### src/rtl/gpair_pkg.sv
package gpair_pkg;
  localparam int LANES       = 2;
  localparam int LANE_STRIDE = 8;
  localparam int LANE_FLD_W  = 5;
  localparam int PU_BASE     = 16;

  localparam int F_DIR  = 0;
  localparam int F_DIRM = 1;
  localparam int F_VAL  = 2;
  localparam int F_VALM = 3;
  localparam int F_PIN  = 4;

  typedef struct packed {
    logic dir;
    logic val;
  } lane_st_t;

  typedef struct packed {
    logic dir;
    logic dir_m;
    logic val;
    logic val_m;
  } lane_wr_t;

  function automatic lane_wr_t unpack_wr(input logic [3:0] f);
    lane_wr_t r;
    r.dir   = f[F_DIR];
    r.dir_m = f[F_DIRM];
    r.val   = f[F_VAL];
    r.val_m = f[F_VALM];
    return r;
  endfunction
endpackage

### src/rtl/gpair_rst_sync.sv
module gpair_rst_sync #(
  parameter int STAGES = 2
) (
  input  logic clk,
  input  logic rst_n,
  output logic rst_n_sync
);
  logic [STAGES-1:0] chain_q;

  always_ff @(posedge clk or negedge rst_n) begin
    if (!rst_n) chain_q <= '0;
    else        chain_q <= {chain_q[STAGES-2:0], 1'b1};
  end

  assign rst_n_sync = chain_q[STAGES-1];
endmodule

### src/rtl/gpair_lane.sv
module gpair_lane
  import gpair_pkg::*;
#(
  parameter int SYNC_STAGES = 2
) (
  input  logic                  clk,
  input  logic                  rst_n,
  input  logic                  wr_en,
  input  logic [3:0]            wr_fld,
  input  logic                  pin_i,
  output logic                  oe_o,
  output logic                  do_o,
  output logic [LANE_FLD_W-1:0] rb_o
);
  lane_st_t st_q, st_d;
  lane_wr_t wr;
  logic [SYNC_STAGES-1:0] sync_q, sync_d;
  logic pin_s;

  assign wr = unpack_wr(wr_fld);

  always_comb begin
    st_d = st_q;
    if (wr_en) begin
      if (wr.dir_m) st_d.dir = wr.dir;
      if (wr.val_m) st_d.val = wr.val;
    end
  end

  always_ff @(posedge clk or negedge rst_n) begin
    if (!rst_n) st_q <= '0;
    else        st_q <= st_d;
  end

  always_comb sync_d = {sync_q[SYNC_STAGES-2:0], pin_i};

  always_ff @(posedge clk or negedge rst_n) begin
    if (!rst_n) sync_q <= '1;
    else        sync_q <= sync_d;
  end

  assign pin_s = sync_q[SYNC_STAGES-1];

  assign oe_o = st_q.dir;
  assign do_o = st_q.val;

  always_comb begin
    rb_o         = '0;
    rb_o[F_DIR]  = st_q.dir;
    rb_o[F_VAL]  = st_q.val;
    rb_o[F_PIN]  = pin_s;
  end
endmodule

### src/rtl/gpair_pullup.sv
module gpair_pullup #(
  parameter int N = 2
) (
  input  logic         clk,
  input  logic         rst_n,
  input  logic         wr_en,
  input  logic [N-1:0] wr_bits,
  output logic [N-1:0] pu_o
);
  logic [N-1:0] pu_q, pu_d;

  always_comb pu_d = wr_en ? wr_bits : pu_q;

  always_ff @(posedge clk or negedge rst_n) begin
    if (!rst_n) pu_q <= '0;
    else        pu_q <= pu_d;
  end

  assign pu_o = pu_q;
endmodule

### src/rtl/gpair_od_reg.sv
module gpair_od_reg
  import gpair_pkg::*;
#(
  parameter int WORD_W      = 32,
  parameter int SYNC_STAGES = 2,
  parameter int RST_STAGES  = 2
) (
  input  logic              clk,
  input  logic              rst_n,
  input  logic              wr_en,
  input  logic [WORD_W-1:0] wr_data,
  output logic [WORD_W-1:0] rd_data,
  output logic              ck_oe_o,
  output logic              ck_do_o,
  input  logic              ck_di_i,
  output logic              dt_oe_o,
  output logic              dt_do_o,
  input  logic              dt_di_i
);
  localparam int PU_TOP = PU_BASE + LANES;

  logic rst_n_i;
  logic [LANES-1:0] oe, dout, din;
  logic [LANE_FLD_W-1:0] lane_rb [LANES];
  logic [LANES-1:0] pu;
  logic unused_wr;

  gpair_rst_sync #(.STAGES(RST_STAGES)) u_rst (
    .clk(clk), .rst_n(rst_n), .rst_n_sync(rst_n_i)
  );

  assign din[0] = ck_di_i;
  assign din[1] = dt_di_i;

  for (genvar l = 0; l < LANES; l++) begin : g_lane
    gpair_lane #(.SYNC_STAGES(SYNC_STAGES)) u_lane (
      .clk    (clk),
      .rst_n  (rst_n_i),
      .wr_en  (wr_en),
      .wr_fld (wr_data[l*LANE_STRIDE +: 4]),
      .pin_i  (din[l]),
      .oe_o   (oe[l]),
      .do_o   (dout[l]),
      .rb_o   (lane_rb[l])
    );
  end

  gpair_pullup #(.N(LANES)) u_pu (
    .clk(clk), .rst_n(rst_n_i), .wr_en(wr_en),
    .wr_bits(wr_data[PU_BASE +: LANES]), .pu_o(pu)
  );

  always_comb begin
    rd_data = '0;
    for (int l = 0; l < LANES; l++)
      rd_data[l*LANE_STRIDE +: LANE_FLD_W] = lane_rb[l];
    rd_data[PU_BASE +: LANES] = pu;
  end

  assign unused_wr = ^{wr_data[WORD_W-1:PU_TOP], wr_data[15:12], wr_data[7:4]};

  assign ck_oe_o = oe[0];
  assign ck_do_o = dout[0];
  assign dt_oe_o = oe[1];
  assign dt_do_o = dout[1];
endmodule

### config.mk
export PLATFORM = sky130hd
export DESIGN_NAME = gpair_od_reg
export DESIGN_NICKNAME = d
export VERILOG_FILES = /design/src/rtl/gpair_pkg.sv /design/src/rtl/gpair_rst_sync.sv /design/src/rtl/gpair_lane.sv /design/src/rtl/gpair_pullup.sv /design/src/rtl/gpair_od_reg.sv
export SDC_FILE = /design/constraint.sdc
export NUM_CORES = 1
export LEC_CHECK = 0
export BUFFER_PORTS_ARGS = -buffer_cell sky130_fd_sc_hd__buf_2
export CORE_MARGIN = 3
export CORE_UTILIZATION = 29
export CTS_CLUSTER_SIZE = 14
export DETAILED_ROUTE_END_ITERATION = 10
export PLACE_DENSITY = 0.8
export SETUP_SLACK_MARGIN = 0.05
export SYNTH_ARGS = -nofsm -noshare
export SYNTH_HDL_FRONTEND = slang
export SYNTH_SLANG_ARGS = --single-unit
### constraint.sdc
create_clock -name clk -period 0.8 [get_ports clk]
set_input_delay 0.16 -clock clk [delete_from_list [all_inputs] [get_ports clk]]
set_output_delay 0.16 -clock clk [all_outputs]
set_load 0.01 [all_outputs]
==> results.toml, run 1 <==
[worst_setup_path]
cpPeakStageDelay_ns = 0.53
r2r-start = "g_lane[0].u_lane.do_o"
cp_cell_sequence = "buf_6"
worstPathRequired_ns = 0.64
worst_setup_path_end_kind = "output port"
critical_path_arrival_ns = 0.89
path_buf_inv = 1
cp_top_family = "flip-flops"
path_max_fanout = 1
r2r-end = "g_lane[0].u_lane.do_o"
crit_type = "flip-flop to output port"
reg2reg_slack_ns = -0.10
rr_worst_depth = 2
crit_path_top_delay_cell = "dfstp_2"
setup.worst_path.start_class = "flip-flop"

[route]
wl_per_cell_um = 9.34
wirelength_mm = 1.03
postRouteAntennaNets = 0
via_per_inst = 3.36
firstDrtPassIters = 3
met3WireLength_um = 92
routed-via-count = 370
wl_met1_um = 345
top_layer_used = "met4"
wl_met2_um = 557
drc = 0
drt-initial-drc-count = 1

[place]
gp_congestion = 0.557
dp_hpwl_um = 847
port_buffers = 26
dp.cells = 100

[yosys]
post-synth-top-area-fraction = 0.354
synthTopCellsByArea = "buf_4, dfrtp_1, dfstp_2"
synth_cells = 54
synthTopCellsByCount = "buf_4, dfrtp_1, dfstp_2, mux2_4, nand2_1"
synth_edf_count = 0
synth_ff_type = "dfrtp_1"
synth_seq_cells = 12
ys_seq_area_frac = 0.480
syn_avg_cell_area_um2 = 11.8
synth_top_cell_by_area = "buf_4"
ys_async_sr_fraction = 1.00
ys_types = 7
synth_area_um2 = 636
yosys_warnings = 0
yosysMostFrequentCell = "buf_4"

[die]
io_pins = 73
fp.dieW_um = 52.8
start_util = 0.314
dieHeight_um = 52.8
row_count = 16
dieArea_mm2 = 0.00279
core_mm2 = 0.00202

[hold_path]
worstHoldEndpoint = "g_lane[0].u_lane.oe_o"
min-delay-start = "wr_data[0]"
hold_class = "primary input to flip-flop"
holdPathStages = 2

[power_and_ir_drop]
p_int_uw = 1050
p_clk_frac = 0.267
seqPwrFrac = 0.493
ir_worst_vdd_uv = 610
p_sw_uw = 396
comb_power_share = 0.239
power.leakage_uw = 0.000424
pwr_density_cell_mw_per_mm2 = 1880
p_sw_frac = 0.274

[timing]
fin_worst_skew_ns = 0.0100
setup_ws_ns = -0.247
rsz0062_at_grt = "true"
finalHoldViolCount = 0
setup_viol = 15
tns_ns = -2.54
slew_viol_final = 0
fmax_mhz = 955
period_share = 1.31
fin_crit_ns = 1.05

[finish]
fill_cells = 214
drive_gt1_frac = 0.506
fin_cells = 110
num_antenna_cells = 0
nets = 121
syn2layout_area_growth_pct = 21.1

[grt]
grt_max_degree = 11
grt.overflow.total = 0
antenna_found_initial = 0
grt_use_total = 0.0705
grt_pass1_vias = 324
grt_pass1_wl_mm = 1.35

[clock_network]
root_buffer = "clkbuf_4"
htreeDepth = 1
path_clk_slew_ns = 0.08
cts_buffers = 3
cts_tree = "yes"
clock-sinks = 12
clock_latency_ns = 0.27
clockBufferDepth = 2

[outcome]
violations = "setup timing"
status = "finished with violations"

[job]
maxCapViolCount = 0
==> cells in the final DEF, fill, tap and decap left out <==
cell / instances
conb_1: 25
buf_2: 23
dfrtp_1: 8
buf_6: 6
nand2_1: 4
mux2_4: 4
dfstp_2: 4
clkbuf_4: 3
dlygate4sd3_1: 3
mux2_2: 2
clkbuf_1: 1
==> final cells by class <==
cell class / instances / area [µm²] / area share
clock buffer: 4 / 26.3 / 0.0341
multi-input combinational: 35 / 191 / 0.249
timing repair buffer: 32 / 213 / 0.276
sequential: 12 / 305 / 0.397
tap: 27 / 33.8 / 0.0439
==> per-layer routing <==
metal  up-vias  track usage
met2        24        0.101
met3         3       0.0256
met4         0       0.0638
met5         -            0
met1       173       0.0800
li1        170            -
==> per-stage QoR <==
| stage | power [µW] | area [µm²] | setup WS [ns] | hold slack, ns | utilization |
|---|---|---|---|---|---|
| global placement | 988 | 661 | 0.00697 | -0.0540 | 0.327 |
| detailed placement | 997 | 661 | -0.0139 | -0.0539 | 0.327 |
| finish | 1450 | 769 | -0.247 | 0.109 | 0.381 |
| floorplan | 1010 | 729 | 0.0179 | -0.136 | - |
| CTS | 1450 | 759 | -0.260 | 0.101 | 0.376 |
| global route | 1530 | 769 | -0.275 | 0.110 | 0.381 |
==> state kept, by name, indices dropped and copies added (netlist names) <==
signal,cells
g_lane.u_lane.do_o,2
u_pu.pu_o,2
g_lane.u_lane.sync_q,4
u_rst.chain_q,2
g_lane.u_lane.oe_o,2
==> power by group through the flow <==
stage                     Sequential, µW  Combinational (µW)  Clock [µW]
after floorplan                      737                 272           0
after global placement               719                 269           0
after detailed placement             723                 274           0
after CTS                            713                 335         404
after global routing                 723                 380         429
final                                715                 347         387
==> cell families (layout without fill, tap and decap cells) <==
family | count (synthesis) | in the layout | synth area share
buffers and inverters | 30 | 36 | 0.354
flip-flops | 12 | 12 | 0.480
multiplexers | 6 | 6 | 0.130
other | 2 | 25 | 0.0118
AND/OR/NAND/NOR | 4 | 4 | 0.0236
==> how the worst max path moves through the flow <==
stage                          startpoint                     to  slack [ns]  cells past startpoint
4_1_cts        g_lane[0].u_lane.sync_q[1]             rd_data[4]       -0.26                      1
3_3_place_gp                        wr_en  g_lane[0].u_lane.oe_o       0.007                      3
2_1_floorplan       g_lane[0].u_lane.do_o  g_lane[0].u_lane.do_o        0.02                      1
6_report       g_lane[0].u_lane.sync_q[1]             rd_data[4]       -0.25                      1
3_5_place_dp                        wr_en  g_lane[1].u_lane.do_o       -0.01                      3
5_1_grt        g_lane[1].u_lane.sync_q[1]            rd_data[12]       -0.28                      1
==> repair_timing <==
action / 4_1_cts / 5_1_grt
endpoints found under the setup margin: 17 / 18
hold endpoints to repair: 4 / 0
gates resized for setup: 4 / 2
hold buffers: 3 / 0
buffers inserted: 3 / 0
Power figures use the tool's default switching activity.
==> run 2: changes to the inputs <==
CORE_MARGIN = default   (was 3)
RECOVER_POWER = 25   (was default)
==> results.toml, run 2 (synthesized netlist as in run 1, its figures left out) <==
[timing]
period_share = 1.29
setup_ws_ns = -0.231
fin_crit_ns = 1.03
fmax_mhz = 970
rsz0062_at_grt = "true"
setup_viol = 17
fin_worst_skew_ns = 0.0116
slew_viol_final = 0
finalHoldViolCount = 0

[route]
drt-initial-drc-count = 4
drc = 0
via_per_inst = 3.38
wirelength_um = 957
wl_per_cell_um = 8.54
firstDrtPassIters = 3
routed-via-count = 378
postRouteAntennaNets = 0

[finish]
drive_gt1_frac = 0.506
num_antenna_cells = 0
layout_common_cells = "conb_1, buf_2, dfrtp_1"
final_common_cell = "conb_1"
regArea_um2 = 305
post-route-cell-area_um2 = 779
syn2layout_area_growth_pct = 22.6
largest-register = "g_lane.u_lane.sync_q"
fill_cells = 201
nets = 123
multi_input_area_um2 = 191
largest_reg_flops = 4

[place]
dpl_cell_area_um2 = 661
port_buffers = 26
gp_congestion = 0.655
dp_hpwl_um = 810

[die]
dieHeight_um = 48.8
dieArea_mm2 = 0.00238
start_util = 0.318
core_mm2 = 0.00200
fp.dieW_um = 48.8
io_pins = 73
row_count = 16

[grt]
grtUsageMet3 = 0.0312
grt.met2_usage = 0.157
grt_pass1_vias = 377
grt_max_degree = 11
grt.overflow.total = 0
grt_use_total = 0.0889
grt.met1_usage = 0.0925
antenna_found_initial = 0
grt_pass1_wl_mm = 1.59
top_usage_layer = "met2"

[job]
maxCapViolCount = 0

[worst_setup_path]
cp_top_family = "flip-flops"
worstPathRequired_ns = 0.64
setup.worst_path.start_class = "flip-flop"
cpPeakStageDelay_ns = 0.53
critical_path_arrival_ns = 0.87
worst_setup_path_end_kind = "output port"
path_buf_inv = 1
cp_cell_sequence = "buf_6"
crit_path_top_delay_cell = "dfstp_2"
path_max_fanout = 1
crit_type = "flip-flop to output port"

[power_and_ir_drop]
pwr_density_cell_mw_per_mm2 = 1860
ir_worst_vdd_uv = 683
total_power_uw = 1450
power.leakage_uw = 0.000429

[outcome]
violations = "setup timing"
status = "finished with violations"

[clock_network]
path_clk_slew_ns = 0.08
cts_buffers = 3
cts_tree = "yes"
clockBufferDepth = 2
clock_latency_ns = 0.26
root_buffer = "clkbuf_4"
clock-sinks = 12
htreeDepth = 1

[hold_path]
hold_class = "primary input to flip-flop"
-- run 2: repair_timing --
item / in CTS / in global routing
hold buffers: 3 / 0
setup buffers: 5 / 0
gates resized for setup: 4 / 1
setup endpoints to repair: 18 / 18
endpoints found under the hold margin: 4 / 0
-- run 2: path summary, 6_finish.rpt --
| path | endpoint | depth (start not counted) | slack (ns) | startpoint |
|---|---|---|---|---|
| worst min register to register | u_pu.pu_o[0] | 0 | 0.15 | u_rst.chain_q[1] |
| worst max register to register | g_lane[0].u_lane.do_o | 2 | -0.10 | g_lane[0].u_lane.do_o |
| max in group asynchronous | g_lane[1].u_lane.sync_q[1] | 0 | 0.32 | u_rst.chain_q[1] |
| worst max-delay path | rd_data[12] | 1 | -0.23 | g_lane[1].u_lane.sync_q[1] |
| worst min-delay path | g_lane[1].u_lane.do_o | 2 | 0.12 | wr_data[10] |
| min in group asynchronous | u_pu.pu_o[0] | 0 | 0.15 | u_rst.chain_q[1] |
-- run 2: cell type report --
cell class / count / area share
Multi-Input combinational cell: 35 / 0.246
Tap cell: 27 / 0.0433
Sequential cell: 12 / 0.392
Clock buffer: 4 / 0.0337
Timing Repair Buffer: 34 / 0.286
-- run 2: metal layers --
layer	routed length, µm	vias to the layer above
met4	0	0
met2	547	22
met5	0	-
met1	355	184
met3	54	0
li1	-	172
-- run 2: worst reg2reg max path: stages (launching register included) --
cell and delay (ns):
dfrtp_1 0.42, buf_6 0.13, mux2_4 0.25
-- run 2: power breakdown --
group / internal [µW] / total, µW / switching (µW)
combinational: 198 / 359 / 161
sequential: 670 / 714 / 43.8
clock: 192 / 375 / 183
-- run 2: metrics by stage --
step,hold WS [ns],setup WS [ns],instances,utilization,setup TNS [ns]
2_1_floorplan,-0.136,0.0179,77,-,0
4_1_cts,0.119,-0.240,112,0.387,-2.64
5_1_grt,0.110,-0.271,112,0.389,-3.15
3_5_place_dp,-0.0494,-0.00723,100,0.330,-0.0119
3_3_place_gp,-0.0535,0.00835,100,0.330,0
6_report,0.124,-0.231,112,0.389,-2.55
==> run 3: changes to the inputs <==
PLACE_DENSITY = 0.79   (was 0.8)
SYNTH_HIERARCHICAL = 1   (was default)
==> results.toml, run 3 <==
[route]
wl_per_cell_um = 8.31
drt-initial-drc-count = 2
drc = 0
firstDrtPassIters = 3
routed-via-count = 375
postRouteAntennaNets = 0
wirelength_um = 922
via_per_inst = 3.38

[worst_setup_path]
worst_setup_path_end_kind = "output port"
cpPeakStageDelay_ns = 0.53
r2r-start = "g_lane[0].u_lane/oe_o"
cp_cell_sequence = "buf_6"
cp.depth = 1
setup.worst_path.start_class = "flip-flop"
cp_top_family = "flip-flops"
r2r-end = "g_lane[0].u_lane/oe_o"
crit_end = "rd_data[12]"
crit_path_top_delay_cell = "dfstp_2"
reg2reg_slack_ns = -0.08
path_buf_inv = 1
path_max_fanout = 1
critical_path_arrival_ns = 0.88
crit_type = "flip-flop to output port"
rr_worst_depth = 2
critPathLaunch = "g_lane[1].u_lane/sync_q[1]"
worstPathRequired_ns = 0.64

[yosys]
synth_area_um2 = 643
ys_types = 7
synth_seq_cells = 12
synth_edf_count = 0
synth_ff_type = "dfrtp_1"
syn_avg_cell_area_um2 = 11.5
synth_top_cell_by_area = "buf_4"
ys_async_sr_fraction = 1.00
synthTopCellsByArea = "buf_4, dfrtp_1, dfstp_2"
yosys_warnings = 6
synthTopCellsByCount = "buf_4, dfrtp_1"
ys_seq_area_frac = 0.475
yosysMostFrequentCell = "buf_4"
synth_cells = 56
post-synth-top-area-fraction = 0.350

[grt]
grt_max_degree = 11
grt_pass1_wl_mm = 1.39
grt.overflow.total = 0
antenna_found_initial = 0
grt_pass1_vias = 357
grt_use_total = 0.0824

[place]
dpl_cell_area_um2 = 661
dp_hpwl_um = 747
port_buffers = 26
gp_congestion = 0.622

[timing]
fmax_mhz = 957
rsz0062_at_grt = "true"
setup_ws_ns = -0.245
setup_viol = 16
fin_worst_skew_ns = 0.00408
fin_crit_ns = 1.04
finalHoldViolCount = 0
slew_viol_final = 0
period_share = 1.31

[hold_path]
holdPathStages = 2
hold_class = "primary input to flip-flop"

[finish]
layout_common_cells = "conb_1, buf_2, dfrtp_1"
num_antenna_cells = 0
nets = 122
syn2layout_area_growth_pct = 20.0
largest_reg_flops = 4
drive_gt1_frac = 0.512
largest-register = "g_lane.u_lane/sync_q"
fill_cells = 211
post-route-cell-area_um2 = 772
final_common_cell = "conb_1"

[die]
dieArea_mm2 = 0.00241
io_pins = 73
fp.dieW_um = 49.1
start_util = 0.318
row_count = 16
dieHeight_um = 49.1
core_mm2 = 0.00202

[clock_network]
cts_buffers = 3
root_buffer = "clkbuf_4"
path_clk_slew_ns = 0.08
clock-sinks = 12
cts_tree = "yes"
clock_latency_ns = 0.27
htreeDepth = 1
clockBufferDepth = 2

[power_and_ir_drop]
power.leakage_uw = 0.000427
total_power_uw = 1510
ir_worst_vdd_uv = 640
pwr_density_cell_mw_per_mm2 = 1960

[job]
maxCapViolCount = 0

[outcome]
violations = "setup timing"
status = "finished with violations"
## run 3: cell count changes after synthesis
cell    delta
conb_1     +2
## run 3: cell families after synthesis
family        Yosys count  share of synthesized area
buf+inv                30                      0.350
flops                  12                      0.475
mux                     6                      0.128
simple gates            4                     0.0233
other cells             4                     0.0233
## run 3: worst min-delay path by stage
stage,slack (ns),startpoint,to
finish,0.12,wr_data[16],u_pu/pu_o[0]
global route,0.11,wr_data[0],g_lane[0].u_lane/oe_o
CTS,0.11,wr_data[16],u_pu/pu_o[0]
detailed placement,-0.05,rst_n,u_rst/chain_q[0]
global placement,-0.05,rst_n,u_rst/chain_q[0]
floorplan,-0.14,rst_n,u_rst/chain_q[0]
## run 3: per-stage QoR
step	util	worst slack (ns)	cells	TNS (ns)	hold slack, ns
finish	0.382	-0.245	111	-2.46	0.119
global route	0.382	-0.277	111	-2.99	0.112
CTS	0.382	-0.266	111	-2.62	0.112
detailed placement	0.327	-0.0176	100	-0.0472	-0.0514
global placement	0.327	-0.00957	100	-0.0188	-0.0549
floorplan	-	0.0179	77	0	-0.136
## run 3: metal layers
| metal | wire length, µm | track usage | up-vias |
|---|---|---|---|
| li1 | - | - | 171 |
| met1 | 366 | 0.0762 | 178 |
| met2 | 482 | 0.148 | 26 |
| met3 | 73 | 0.0280 | 0 |
| met4 | 0 | 0.0588 | 0 |
| met5 | 0 | 0 | - |
## run 3: final cells by class
cell class / count / area [µm²] / share of cell area
sequential: 12 / 305 / 0.395
clock buffer: 4 / 36.3 / 0.0470
multi-input combinational: 35 / 191 / 0.248
timing repair buffer: 33 / 205 / 0.266
tap: 27 / 33.8 / 0.0438
## run 3: power by group
group | total (µW) | internal [µW] | leakage (µW) | switching [µW]
clock network | 471 | 276 | 0.0000210 | 194
logic | 333 | 177 | 0.000270 | 156
registers | 711 | 670 | 0.000136 | 41.4
## run 3: repair_timing
item                                    in CTS  in global routing
setup buffers                                4                  0
hold buffers                                 3                  0
resized for setup                            3                  0
endpoints found under the setup margin      18                 18
hold endpoints to repair                     4                  0
